### src/rtl/lux_dec_pkg.sv
package lux_dec_pkg;
    localparam int EXP_W  = 4;
    localparam int MANT_W = 20;
    localparam int CNT_W  = 4;
    localparam int CRC_W  = 4;
    localparam int SHIFT_W = MANT_W + (1 << EXP_W) - 1;

    localparam logic [MANT_W-1:0] MANT_ODD_MASK  = 20'hAAAAA;
    localparam logic [MANT_W-1:0] MANT_NIB_MASK  = 20'h88888;
    localparam logic [MANT_W-1:0] MANT_BYTE_MASK = 20'h80808;
    localparam logic [EXP_W-1:0]  NIB_ODD_MASK   = 4'hA;
    localparam logic [EXP_W-1:0]  NIB_TOP_MASK   = 4'h8;

    typedef struct packed {
        logic [EXP_W-1:0]  exp;
        logic [MANT_W-1:0] mant;
        logic [CNT_W-1:0]  cnt;
        logic [CRC_W-1:0]  crc;
    } sample_t;

    typedef enum logic [1:0] {
        ST_IDLE  = 2'd0,
        ST_CHECK = 2'd1,
        ST_SCALE = 2'd2,
        ST_EMIT  = 2'd3
    } dec_state_t;
endpackage

### src/rtl/lux_chk_gen.sv
module lux_chk_gen
    import lux_dec_pkg::*;
(
    input  logic [EXP_W-1:0]  exp_i,
    input  logic [MANT_W-1:0] mant_i,
    input  logic [CNT_W-1:0]  cnt_i,
    output logic [CRC_W-1:0]  crc_o
);
    always_comb begin
        crc_o[0] = ^{mant_i, exp_i, cnt_i};
        crc_o[1] = ^{mant_i & MANT_ODD_MASK, exp_i & NIB_ODD_MASK, cnt_i & NIB_ODD_MASK};
        crc_o[2] = ^{mant_i & MANT_NIB_MASK, exp_i & NIB_TOP_MASK, cnt_i & NIB_TOP_MASK};
        crc_o[3] = ^(mant_i & MANT_BYTE_MASK);
    end
endmodule

### src/rtl/lux_decode_ctrl.sv
module lux_decode_ctrl
    import lux_dec_pkg::*;
(
    input  logic clk,
    input  logic rst_n,
    input  logic in_valid,
    output logic in_ready,
    output logic cap_en,
    output logic chk_en,
    output logic mul_en,
    output logic out_valid
);
    dec_state_t state_q, state_d;

    always_ff @(posedge clk) begin
        if (!rst_n) state_q <= ST_IDLE;
        else        state_q <= state_d;
    end

    always_comb begin
        state_d = state_q;
        unique case (state_q)
            ST_IDLE:  state_d = in_valid ? ST_CHECK : ST_IDLE;
            ST_CHECK: state_d = ST_SCALE;
            ST_SCALE: state_d = ST_EMIT;
            ST_EMIT:  state_d = ST_IDLE;
            default:  state_d = ST_IDLE;
        endcase
    end

    always_comb begin
        in_ready  = 1'b0;
        chk_en    = 1'b0;
        mul_en    = 1'b0;
        out_valid = 1'b0;
        unique case (state_q)
            ST_IDLE:  in_ready  = 1'b1;
            ST_CHECK: chk_en    = 1'b1;
            ST_SCALE: mul_en    = 1'b1;
            ST_EMIT:  out_valid = 1'b1;
            default:  in_ready  = 1'b0;
        endcase
        cap_en = in_ready & in_valid;
    end


    emit_pulse_chk: assert property (@(posedge clk) disable iff (!rst_n)
        out_valid |=> (!out_valid && in_ready));

    accept_latency_chk: assert property (@(posedge clk) disable iff (!rst_n)
        $past(cap_en, 3) |-> out_valid);

    busy_ready_chk: assert property (@(posedge clk) disable iff (!rst_n)
        cap_en |=> !in_ready);
endmodule

### src/rtl/lux_scaler.sv
module lux_scaler
    import lux_dec_pkg::*;
#(
    parameter int PROD_W  = 64,
    parameter int SCALE_A = 4375,
    parameter int SCALE_B = 3125
)(
    input  logic              clk,
    input  logic              rst_n,
    input  logic              chk_en,
    input  logic              mul_en,
    input  logic              pkg_sel,
    input  logic [EXP_W-1:0]  exp_i,
    input  logic [MANT_W-1:0] mant_i,
    input  logic              mismatch_i,
    output logic              err_o,
    output logic [PROD_W-1:0] prod_o
);
    localparam logic [PROD_W-1:0] K_A = PROD_W'(SCALE_A);
    localparam logic [PROD_W-1:0] K_B = PROD_W'(SCALE_B);

    logic [SHIFT_W-1:0] shf_q;
    logic               err_q;
    logic [PROD_W-1:0]  prod_q;
    logic [PROD_W-1:0]  k_sel;

    assign k_sel = pkg_sel ? K_B : K_A;

    always_ff @(posedge clk) begin
        if (!rst_n) begin
            shf_q  <= '0;
            err_q  <= 1'b0;
            prod_q <= '0;
        end else begin
            if (chk_en) begin
                shf_q <= SHIFT_W'(mant_i) << exp_i;
                err_q <= mismatch_i;
            end
            if (mul_en)
                prod_q <= err_q ? '0 : PROD_W'(shf_q) * k_sel;
        end
    end

    assign err_o  = err_q;
    assign prod_o = prod_q;


    no_shift_loss_chk: assert property (@(posedge clk) disable iff (!rst_n)
        chk_en |=> ((shf_q >> $past(exp_i)) == SHIFT_W'($past(mant_i))));
endmodule

### src/rtl/lux_frame_decoder.sv
module lux_frame_decoder
    import lux_dec_pkg::*;
#(
    parameter int PROD_W  = 64,
    parameter int SCALE_A = 4375,
    parameter int SCALE_B = 3125
)(
    input  logic              clk,
    input  logic              rst_n,
    input  logic              in_valid,
    output logic              in_ready,
    input  logic [15:0]       in_hi,
    input  logic [15:0]       in_lo,
    input  logic              pkg_sel,
    output logic              out_valid,
    output logic [EXP_W-1:0]  out_exp,
    output logic [MANT_W-1:0] out_mant,
    output logic [CNT_W-1:0]  out_count,
    output logic              out_crc_err,
    output logic [PROD_W-1:0] out_lux_raw
);
    sample_t            smp_q;
    logic               cap_en, chk_en, mul_en;
    logic [CRC_W-1:0]   crc_calc;

    lux_decode_ctrl u_ctrl (
        .clk(clk), .rst_n(rst_n), .in_valid(in_valid), .in_ready(in_ready),
        .cap_en(cap_en), .chk_en(chk_en), .mul_en(mul_en), .out_valid(out_valid)
    );

    always_ff @(posedge clk) begin
        if (!rst_n) begin
            smp_q <= '0;
        end else if (cap_en) begin
            smp_q.exp  <= in_hi[15:12];
            smp_q.mant <= {in_hi[11:0], in_lo[15:8]};
            smp_q.cnt  <= in_lo[7:4];
            smp_q.crc  <= in_lo[3:0];
        end
    end

    lux_chk_gen u_chk (
        .exp_i(smp_q.exp), .mant_i(smp_q.mant), .cnt_i(smp_q.cnt), .crc_o(crc_calc)
    );

    lux_scaler #(.PROD_W(PROD_W), .SCALE_A(SCALE_A), .SCALE_B(SCALE_B)) u_scale (
        .clk(clk), .rst_n(rst_n), .chk_en(chk_en), .mul_en(mul_en),
        .pkg_sel(pkg_sel), .exp_i(smp_q.exp), .mant_i(smp_q.mant),
        .mismatch_i(crc_calc != smp_q.crc),
        .err_o(out_crc_err), .prod_o(out_lux_raw)
    );

    assign out_exp   = smp_q.exp;
    assign out_mant  = smp_q.mant;
    assign out_count = smp_q.cnt;


    err_zero_chk: assert property (@(posedge clk) disable iff (!rst_n)
        (out_valid && out_crc_err) |-> (out_lux_raw == '0));

    hold_fields_chk: assert property (@(posedge clk) disable iff (!rst_n)
        (!in_ready && !out_valid) |=> $stable(smp_q));
endmodule

### config.mk
export PLATFORM = sky130hd
export DESIGN_NAME = lux_frame_decoder
export DESIGN_NICKNAME = d
export VERILOG_FILES = /design/src/rtl/lux_dec_pkg.sv /design/src/rtl/lux_chk_gen.sv /design/src/rtl/lux_decode_ctrl.sv /design/src/rtl/lux_scaler.sv /design/src/rtl/lux_frame_decoder.sv
export SDC_FILE = /design/constraint.sdc
export NUM_CORES = 1
export LEC_CHECK = 0
export BUFFER_PORTS_ARGS = -buffer_cell sky130_fd_sc_hd__buf_4
export CAP_MARGIN = 15
export CORE_MARGIN = 1.5
export CORE_UTILIZATION = 48
export CTS_BUF_LIST = sky130_fd_sc_hd__clkbuf_8
export DETAILED_ROUTE_END_ITERATION = 10
export PLACE_DENSITY = 0.66
export SLEW_MARGIN = 20
export SYNTH_ARGS = -nofsm -noshare
export SYNTH_HDL_FRONTEND = slang
export SYNTH_HIERARCHICAL = 1
export SYNTH_SLANG_ARGS = --single-unit
### constraint.sdc
create_clock -name clk -period 16.54 [get_ports clk]
set_input_delay 0.827 -clock clk [delete_from_list [all_inputs] [get_ports clk]]
set_output_delay 0.827 -clock clk [all_outputs]
set_load 0.01 [all_outputs]
# --- Word level (Yosys, flattened, before mapping) ---
# Index checks and enable logic that the tools add are counted.
totals:
  regBits: 134
  inputBits: 36
  out_inout_bits: 95
  word_cells: 28
op_classes:
  mul: 1
  eq_ne: 4
  shifts: 1
  mux: 8
  bitwise_logic: 1
  n_reduce_logical: 5
op_table:
  columns: ["cell", "count"]
  rows:
  - ["$reduce_xor A28 Y1", 3]
  - ["$mul A35 B64 Y64", 1]
  - ["$mux W64", 1]
  - ["$shl A20 B4 Y35", 1]
  - ["$reduce_xor A20 Y1", 1]
  - ["$mux W13", 1]
  - ["$pmux W2 S4", 1]
  - ["$mux W1", 5]
  - ["$eq A2 B2 Y1 const B", 2]
  - ["$ne A4 B4 Y1", 1]
  - ["$eq A2 B1 Y1 const B", 1]
  - ["$logic_not A2 Y1", 1]
  - ["$and A1 B1 Y1", 1]

# --- Depth between registers and ports, before layout ---
# Gate-level depths: netlist (run 1).
logic_depth:
  depth_word: 3
  mapped_depth: 25
  ltp_nobuf: 23

# --- By module ---
# The synthesis (run 1) kept the hierarchy.
modules_own_cells:
  columns: ["mod", "instances", "cells_each", "area_per_inst_um2", "seq_area_each_um2"]
  rows:
  - ["lux_scaler", 1, 1725, 14687.8, 1681.6]
  - ["lux_frame_decoder", 1, 136, 1495.2, 640.6]
  - ["lux_chk_gen", 1, 25, 265.3, 0.0]
  - ["lux_decode_ctrl", 1, 12, 127.6, 40.0]

# --- Least setup slack after synthesis (run 1) ---
# No wires, ideal clock.
synth_path:
  kind: "input to register"
  startpoint: "input pkg_sel"
  endpoint: "register u_scale.prod_q[47], in the netlist u_scale/prod_o[47]"
  setup_time_ns: 0.126
  t_arrival_ns: 6.121
  required_ns: 16.414
  setup_slack_ns: 10.293
  cell_stages: 24
  n_path_buf: 4
  path_cell_list: "clkbuf_1 > clkbuf_1 > clkbuf_1 > nor2_1 > ha_1 > inv_1 > fa_1 > inv_1 > fa_1 > fa_1 > inv_1 > fa_1 > inv_1 > ha_1 > buf_2 > and4_1 > a211oi_1 > o21ai_1 > a32o_1 > a311o_1 > a31oi_2 > a41oi_1 > xnor2_1 > o21ai_1"
synth_between:
  elab_chain_len: 3
synth_lines:
  columns: ["item", "line_no", "source"]
  rows:
  - ["start, declared", "lux_frame_decoder.sv:14", "input logic pkg_sel,"]
  - ["$mux W13", "lux_scaler.sv:27", "assign k_sel = pkg_sel ? K_B : K_A;"]
  - ["$mul A35 B64 Y64", "lux_scaler.sv:40", "prod_q <= err_q ? '0 : PROD_W'(shf_q) * k_sel;"]
  - ["$mux W64", "lux_scaler.sv:40", null]
  - ["end signal, assigned", "lux_scaler.sv:40", null]
  - ["end, declared", "lux_scaler.sv:24", "logic [PROD_W-1:0] prod_q;"]
# Every way passes these cells.
# A chain may end at the register's enable or synchronous reset.

# --- Worst setup path after layout (run 1) ---
# Same ends and word-level chain as after synthesis.

==> qor.csv, run 1 <==
stage,metric,value,unit
floorplanning,die_h,189,microns
sta,max_freq,0.153,GHz
power_and_ir_drop,p_sw,0.000404,W
detailed_routing,met3_length,1690,microns
setup_path,crit_required,16910,ps
sta,rsz0062_at_grt,false,
sta,skew,15.8,ps
layout,final_cell_mix,"inv_1, ha_1, fa_1",
placed_design,dp_hpwl,31700,microns
min_path,hold_class,flip-flop to flip-flop,
floorplanning,io_pins,131,
power_and_ir_drop,p_int,0.000650,W
layout,layout_commonest_cell,inv_1,
global_route,antenna_found_initial,0,
detailed_routing,wl_met2,17000,microns
power_and_ir_drop,power.leakage,9.17,nW
detailed_routing,ant_nets,0,
cts,root_buffer,clkbuf_8,
cts,clk_pin_slew_worst_paths,90,ps
global_route,track_usage,22.4,%
power_and_ir_drop,p_comb_share,40.6,%
sta,drv_slew,0,
setup_path,arrival,6900,ps
power_and_ir_drop,power.density,59.3,nW/um^2
synth,ys_ff_latch,118,
setup_path,crit_chain,buf_4 -> nor2b_1 -> nand2b_1 -> ha_1 -> fa_1 -> fa_1 -> fa_1 -> inv_1 -> fa_1 -> inv_1 -> ha_1 -> nand3_1 -> nor4_1 -> nor2_1 -> a31oi_1 -> a311o_1 -> a31oi_2 -> a41oi_1 -> xnor2_1 -> o21ai_1,
run_status,status,"finished, final reports clean",
synth,syn_inst,1898,
setup_path,endpoint_kind,flip-flop,
cts,post_cts_buffers,0,
synth,synth_top_flop_cell,dfxtp_1,
floorplanning,core,33800,sq um
cts,cts.sinks,118,
power_and_ir_drop,p_clk_share,28.4,%
floorplanning,num_rows,67,
setup_path,critPathKind,input port to flip-flop,
setup_path,cp_slowest_cell,buf_4,
layout,area_delta_synth_final,7.22,%
power_and_ir_drop,ir_worst_vdd,0.0520,mV
cts,cts_max_path_buffers,2,
setup_path,critPathMaxStageDelay,600,ps
flow_run,drv_cap,0,
floorplanning,fp.dieArea,35700,sq um
detailed_routing,route.detailed.drc,0,
synth,yosysSeqAreaShare,14.3,%
power_and_ir_drop,sw_frac_of_total,38.3,%
setup_path,critPathTopFamily,adder cells,
cts,hold_buffers,0,
power_and_ir_drop,total_power,0.00105,W
layout,nets,2339,
synth,ys_warn_count,6,
placed_design,place_congestion,0.908,
detailed_routing,routed_wirelength,38100,microns
cts,cts_tree,built,
cts,cts_max_level,4,
global_route,grt_pass1_vias,12500,
sta,finalCritPeriodShare,39.5,%
layout,fill_cells,3153,
setup_path,cp_num_buf_inv,3,
floorplanning,start_util,49.1,%
sta,worstMarginPinSlew,803,ps
sta,final.min_clock_period,6530,ps
detailed_routing,first_pass_iters,5,
synth,synthDistinctLibCells,79,
sta,hold_viol_final,0,
global_route,grt_max_degree,97,
setup_path,start_kind,input port,
detailed_routing,num_vias,12200,
synth,synth_edf_count,0,
detailed_routing,wl_met1,18500,microns
layout,layout-drive-gt1-share,10.6,%
floorplanning,die_w,189,microns
global_route,grt_pass1_wl,63700,microns
detailed_routing,top_layer,met4,
layout,design_area,17800,sq um
sta,setup_viol,0,
setup_path,rrSetupSlack,10300,ps
sta,slew_headroom,46.5,%
cts,numCtsBuffers,17,
global_route,grt_remaining_overflow,0,
cts,clock_latency,500,ps
detailed_routing,detail_route.vias_per_cell,5.12,
synth,syn_area,16600,sq um
detailed_routing,post_drt_wl_per_cell,16.0,microns
setup_path,path_max_fanout,89,
layout,diodes,0,
sta,tns,0,ps
synth,postSynth.asyncResetShare,0,%
power_and_ir_drop,p_seq_share,31.0,%
cts,cts_resized,0,
placed_design,io_buffer_count,114,
placed_design,dpl_cell_area,17300,sq um
synth,avgSynthCellArea,8.73,sq um
setup_path,critPathMostFrequentCell,fa_1,
detailed_routing,first_iter_violations,626,
-- cell families after synthesis --
| logic type | count (synthesis) | share of synthesized area (%) |
|---|---|---|
| XOR/XNOR | 92 | 5.20 |
| AO/OA/AOI/OAI | 259 | 10.3 |
| adder cells (fa/ha/maj) | 385 | 37.7 |
| other | 2 | 0.0453 |
| buffers and inverters | 575 | 14.5 |
| AND/OR/NAND/NOR | 380 | 12.0 |
| multiplexers | 87 | 6.02 |
| flip-flops | 118 | 14.3 |
-- path summary, 6_finish.rpt --
check,from,to,cells after the start
hold / removal,u_scale/prod_o[47],u_scale/prod_o[47],2
hold reg to reg,u_scale/prod_o[47],u_scale/prod_o[47],2
setup reg to reg,u_scale/shf_q[10],u_scale/prod_o[47],21
setup / recovery,pkg_sel,u_scale/prod_o[47],20
-- registers in the layout (all words and copies together), names as in the netlist --
name / flops
out_count: 4
out_exp: 4
u_scale/err_o: 1
out_mant: 20
u_scale/prod_o: 48
u_scale/shf_q: 35
u_ctrl/state_q: 2
smp_q: 4
-- cell usage after synthesis (all sizes together) (15+ instances only) --
cell type / n / area, sq um
or2: 15 / 93.8
buf: 60 / 459
and2: 58 / 368
nor2: 69 / 259
ha: 195 / 2440
nand3: 26 / 135
o21ai: 55 / 279
mux2i: 67 / 671
nand2b: 19 / 119
fa: 190 / 3800
a21oi: 73 / 365
xor2: 36 / 315
a22o: 15 / 131
xnor2: 52 / 455
nand2: 87 / 327
nor2b: 60 / 375
a21o: 18 / 136
inv: 441 / 1660
dfxtp: 118 / 2360
clkbuf: 74 / 297
-- power groups by stage --
stage                     combinational [W]  sequential [W]  clock [W]
final                              0.000427        0.000326   0.000300
after global routing               0.000487        0.000330   0.000320
after CTS                          0.000430        0.000326   0.000309
after detailed placement           0.000427        0.000333          0
after global placement             0.000422        0.000332          0
after floorplan                    0.000346        0.000322          0
-- metal layers --
layer / GRT usage (%) / vias to the layer above
met1: 30.9 / 5857
met3: 3.24 / 47
met4: 7.11 / 0
met2: 36.3 / 297
met5: 0 / -
li1: - / 5966
-- cell type report --
class / count / area (sq um) / share of cell area (%)
Multi-Input combinational cell: 1220 / 11900 / 66.8
Clock buffer: 20 / 275 / 1.55
Clock inverter: 11 / 149 / 0.838
Tap cell: 448 / 561 / 3.15
Inverter: 441 / 1660 / 9.31
Sequential cell: 118 / 2360 / 13.3
Timing Repair Buffer: 120 / 901 / 5.07
-- metrics by stage --
step,cells,utilization [%],worst slack [ps],hold slack [ps]
final,2378,52.6,10010,454
after global routing,2378,52.6,9690,489
after CTS,2378,52.6,10080,455
after detailed placement,2347,51.3,9540,443
after global placement,2347,51.3,9560,438
after floorplan,1913,-,10290,470
-- worst reg2reg max path, stage by stage (launching register included) --
cell	delay, ps
dfxtp_1	540
inv_1	210
nor2_1	220
ha_1	190
inv_1	60
fa_1	560
inv_1	80
fa_1	480
fa_1	540
inv_1	50
fa_1	470
inv_1	40
ha_1	340
nand3_1	150
nor4_1	70
nor2_1	440
a31oi_1	360
a311o_1	450
a31oi_2	330
a41oi_1	200
xnor2_1	260
o21ai_1	80
Note: power is estimated with default switching activity, not from simulation.
==> run 2, diff against run 1 <==
Clock period 16.54 ns to 6.4 ns, I/O delays scaled along.
==> run 2 against run 1 <==
Effect of this change:
- global-route usage decreased by 0.18 points
- hold slack lost 350 ps
- power grew to 2.5 times the previous value
- routed wire length down 0.20%
- sequential share of layout area hardly changed
- via count decreased by 0.34%
- die area unchanged
- non-clock buffer count up 11
- worst setup slack got worse by 9500 ps
- final cell count grew 0.46%
- clock skew down 1.1 ps
==> qor.csv, run 2 (synthesis results as in run 1) <==
stage,metric,value,unit
run_status,status,"finished, final reports clean",
placed_design,dpl_cell_area,17400,sq um
layout,area_delta_synth_final,7.47,%
layout,layout-drive-gt1-share,11.1,%
sta,final.min_clock_period,5920,ps
sta,tns,0,ps
floorplanning,fp.dieArea,35700,sq um
cts,numCtsBuffers,17,
cts,cts.sinks,118,
sta,slew_headroom,47.7,%
cts,hold_buffers,0,
layout,design_area,17800,sq um
detailed_routing,route.detailed.drc,0,
setup_path,crit_required,6770,ps
floorplanning,start_util,49.1,%
min_path,hold_class,input port to flip-flop,
sta,rsz0062_at_grt,false,
flow_run,drv_cap,0,
cts,clock_latency,470,ps
cts,cts_max_level,4,
cts,post_cts_buffers,0,
floorplanning,core,33800,sq um
floorplanning,die_w,189,microns
layout,nets,2350,
detailed_routing,routed_wirelength,38000,microns
detailed_routing,num_vias,12100,
global_route,grt_pass1_vias,12400,
sta,setup_viol,0,
layout,layout_commonest_cell,inv_1,
detailed_routing,ant_nets,0,
layout,fill_cells,3202,
setup_path,endpoint_kind,flip-flop,
power_and_ir_drop,power.density,150,nW/um^2
placed_design,dp_hpwl,32100,microns
placed_design,io_buffer_count,114,
setup_path,start_kind,flip-flop,
detailed_routing,post_drt_wl_per_cell,15.9,microns
global_route,grt_remaining_overflow,0,
power_and_ir_drop,ir_worst_vdd,0.129,mV
cts,cts_max_path_buffers,2,
global_route,grt_pass1_wl,63000,microns
sta,finalCritPeriodShare,92.5,%
global_route,track_usage,22.2,%
floorplanning,num_rows,67,
sta,max_freq,0.169,GHz
detailed_routing,first_pass_iters,6,
setup_path,arrival,6290,ps
sta,worstMarginPinSlew,785,ps
layout,final_cell_mix,"inv_1, ha_1, fa_1",
setup_path,path_max_fanout,6,
global_route,antenna_found_initial,0,
sta,hold_viol_final,0,
cts,cts_resized,0,
cts,cts_tree,built,
placed_design,place_congestion,0.935,
detailed_routing,detail_route.vias_per_cell,5.08,
sta,skew,14.6,ps
cts,root_buffer,clkbuf_8,
floorplanning,die_h,189,microns
power_and_ir_drop,power.leakage,9.19,nW
layout,diodes,0,
setup_path,critPathKind,flip-flop to flip-flop,
cts,clk_pin_slew_worst_paths,90,ps
global_route,grt_max_degree,97,
detailed_routing,first_iter_violations,662,
floorplanning,io_pins,131,
layout,largest_register_ffs,48,
sta,drv_slew,0,
-- run 2: worst paths after layout --
path	depth (start not counted)	endpoint	startpoint	slack [ps]
max	21	u_scale/prod_o[40]	u_scale/shf_q[7]	480
max reg2reg	21	u_scale/prod_o[40]	u_scale/shf_q[7]	480
min	3	smp_q[2]	in_lo[2]	100
min reg2reg	2	u_scale/prod_o[20]	u_scale/prod_o[20]	460
-- run 2: per-stage QoR --
stage	cells	util, %	hold slack [ps]	total power [W]	setup WS [ps]
after floorplan	1913	-	437	0.00173	660
after detailed placement	2357	51.6	448	0.00199	230
after global routing	2389	52.7	85.3	0.00288	140
after CTS	2388	52.7	64.7	0.00270	496
after global placement	2357	51.6	444	0.00196	367
final	2389	52.7	104	0.00267	479
-- run 2: metal layers --
metal,vias to the layer above,global-route usage (%),wire [microns]
li1,5985,-,-
met2,287,36.8,17700
met3,36,3.26,1730
met1,5818,30.7,18000
met4,0,5.13,548
met5,-,0,0
-- run 2: layout make-up --
| type | instances | area, sq um | area share (%) |
|---|---|---|---|
| Multi-Input combinational cell | 1220 | 11900 | 66.6 |
| Clock buffer | 17 | 234 | 1.31 |
| Tap cell | 448 | 561 | 3.15 |
| Sequential cell | 118 | 2360 | 13.3 |
| Clock inverter | 14 | 149 | 0.836 |
| Timing Repair Buffer | 131 | 987 | 5.54 |
| Inverter | 441 | 1660 | 9.29 |
-- run 2: report_power, final --
part | leakage, nW | internal (W) | switching [W]
sequential | 0.959 | 0.000776 | 0.0000580
combinational | 8.05 | 0.000498 | 0.000635
clock | 0.185 | 0.000346 | 0.000354
-- run 2: worst max-delay path, cell delays in order, from the launching register on --
cell and delay (ps):
dfxtp_1 490, inv_1 210, nor2_1 220, ha_1 180, inv_1 50, fa_1 500, inv_1 50, fa_1 510
inv_1 60, fa_1 490, fa_1 490, inv_1 40, ha_1 340, nand2_1 90, a211oi_1 320, o21ai_1 210
a21oi_1 340, o2111ai_2 220, a31oi_4 370, o221ai_1 180, a21o_1 210, a32o_1 240
==> run 3, diff against run 2 <==
Settings changed: CORE_ASPECT_RATIO set to 0.75, SETUP_SLACK_MARGIN set to 0.5.
==> run 3 against run 2 <==
Effect of this change:
- first-iteration DRC count grew 45%
- flip-flop and latch count is the same
- worst setup slack gained 170 ps
- global-route usage grew 1.3 points
- final area grew 1.4%
- clock-buffer cell count is the same
- highest routed layer unchanged
==> qor.csv, run 3 (synthesis results as in run 1) <==
stage,metric,value,unit
setup_path,critPathMaxStageDelay,540,ps
layout,diodes,0,
cts,cts.sinks,118,
detailed_routing,post_drt_wl_per_cell,16.7,microns
power_and_ir_drop,p_clk_share,26.8,%
global_route,antenna_found_initial,1,
setup_path,critPathKind,flip-flop to flip-flop,
detailed_routing,num_vias,12300,
run_status,status,"finished, final reports clean",
sta,final.min_clock_period,5750,ps
floorplanning,num_rows,58,
setup_path,rrSetupSlack,650,ps
setup_path,crit_chain,inv_1 -> nor2_1 -> ha_1 -> inv_1 -> fa_1 -> fa_1 -> fa_1 -> fa_1 -> inv_1 -> ha_1 -> nand3_2 -> or3_4 -> or3_1 -> o211a_2 -> a31oi_4 -> o21ai_2 -> or4_1 -> nand3_1,
cts,numCtsBuffers,17,
placed_design,pre_cts_slack,174,ps
power_and_ir_drop,ir_worst_vdd,0.128,mV
power_and_ir_drop,p_sw,0.00103,W
setup_path,crit_required,6820,ps
placed_design,place_congestion,0.936,
setup_path,r2r_end,u_scale/prod_o[44],
global_route,grt_max_degree,82,
power_and_ir_drop,p_comb_share,42.2,%
floorplanning,io_pins,131,
setup_path,worst-path-stages,18,
power_and_ir_drop,p_int,0.00170,W
detailed_routing,ant_nets,0,
detailed_routing,detail_route.vias_per_cell,5.14,
setup_path,reg2regPathDepth,18,
floorplanning,die_w,218,microns
sta,skew,13.6,ps
min_path,hold_class,input port to flip-flop,
sta,setup_viol,0,
sta,hold_viol_final,0,
layout,final_cells,2395,
detailed_routing,route.detailed.drc,0,
layout,final_cell_mix,"inv_1, fa_1, ha_1",
setup_path,start_kind,flip-flop,
placed_design,dp_hpwl,33800,microns
detailed_routing,first_iter_violations,960,
sta,finalWorstSetupSlack,648,ps
setup_path,endpoint_kind,flip-flop,
floorplanning,die_h,164,microns
cts,cts_tree,built,
cts,root_buffer,clkbuf_8,
cts,clock_latency,470,ps
power_and_ir_drop,p_seq_share,30.9,%
setup_path,r2r-start,u_scale/shf_q[31],
sta,drv_slew,0,
detailed_routing,first_pass_iters,5,
layout,layout_commonest_cell,inv_1,
sta,finalCritPeriodShare,89.9,%
layout,design_area,18100,sq um
setup_path,cp_slowest_cell,fa_1,
floorplanning,core,33700,sq um
layout,nets,2355,
cts,cts_max_path_buffers,2,
layout,area_delta_synth_final,9.01,%
detailed_routing,routed_wirelength,40100,microns
power_and_ir_drop,power.density,151,nW/um^2
sta,tns,0,ps
global_route,grt_pass1_vias,12300,
sta,slew_headroom,49.4,%
setup_path,endpoint,u_scale/prod_o[44],
setup_path,arrival,6170,ps
placed_design,io_buffer_count,114,
power_and_ir_drop,sw_frac_of_total,37.7,%
setup_path,startpoint,u_scale/shf_q[31],
global_route,track_usage,23.5,%
placed_design,placedCellCount,2362,
floorplanning,fp.dieArea,35700,sq um
floorplanning,start_util,49.1,%
setup_path,critPathMostFrequentCell,fa_1,
cts,cts_max_level,4,
power_and_ir_drop,power.leakage,9.23,nW
sta,max_freq,0.174,GHz
flow_run,drv_cap,0,
setup_path,cp_num_buf_inv,3,
setup_path,path_max_fanout,6,
global_route,grt_pass1_wl,65500,microns
sta,rsz0062_at_grt,true,
layout,layout-drive-gt1-share,14.0,%
sta,worstMarginPinSlew,758,ps
setup_path,critPathTopFamily,adder cells,
placed_design,dpl_cell_area,17400,sq um
global_route,grt_remaining_overflow,0,
cts,clk_pin_slew_worst_paths,80,ps
layout,largest_register_ffs,48,
==> run 3: cell count changes in the layout (fill, tap and decap cells not counted), sizes merged <==
cell,delta
buf,+5
bufinv,+2
inv,-2
clkinvlp,-1
==> run 3: tightest hold or removal path: stages <==
cell     delay, ps
buf_4           70
mux2i_1         50
nor2b_1         90
==> run 3: routing by layer <==
layer | vias to the layer above | wire length (microns) | track usage, %
met4 | 0 | 448 | 4.58
met5 | - | 0 | 0
met2 | 406 | 15600 | 32.5
met1 | 5891 | 21100 | 36.8
li1 | 5989 | - | -
met3 | 32 | 2920 | 5.19
==> run 3: layout make-up <==
cell class              count  area [sq um]
clock buffers              17           234
clock inverters            13           169
fillers                  3126         15700
multi-input cells        1220         12000
repair buffers            136          1020
flip-flops and latches    118          2390
inverters                 441          1660
well taps                 450           563
==> run 3: power groups by stage <==
stage               logic [W]  registers [W]  clock network, W
finish                0.00115       0.000843          0.000732
global route          0.00130       0.000851          0.000792
CTS                   0.00114       0.000842          0.000757
detailed placement    0.00113       0.000858                 0
global placement      0.00112       0.000857                 0
floorplan            0.000894       0.000832                 0
==> run 3: timing repair <==
item,CTS,global route
resized for setup,7,59
setup endpoints to repair,5,27
setup buffers,0,3
pin swaps,0,2
hold buffers,0,0
==> run 3: worst min path at each step <==
stage | startpoint | to | slack [ps] | depth (start not counted)
5_1_grt | in_hi[15] | out_exp[3] | 70 | 3
4_1_cts | in_lo[0] | smp_q[0] | 60 | 3
6_report | in_lo[0] | smp_q[0] | 100 | 3
3_5_place_dp | u_scale/prod_o[47] | u_scale/prod_o[47] | 450 | 2
3_3_place_gp | u_scale/prod_o[47] | u_scale/prod_o[47] | 440 | 2
2_1_floorplan | rst_n | u_ctrl/state_q[0] | 440 | 1
==> run 3: through the flow <==
| stage | power (W) | util, % | hold WS (ps) |
|---|---|---|---|
| 3_5_place_dp | 0.00199 | 51.7 | 446 |
| 2_1_floorplan | 0.00173 | - | 437 |
| 4_1_cts | 0.00273 | 52.9 | 57.2 |
| 6_report | 0.00273 | 53.5 | 102 |
| 3_3_place_gp | 0.00197 | 51.7 | 439 |
| 5_1_grt | 0.00294 | 53.5 | 65.9 |
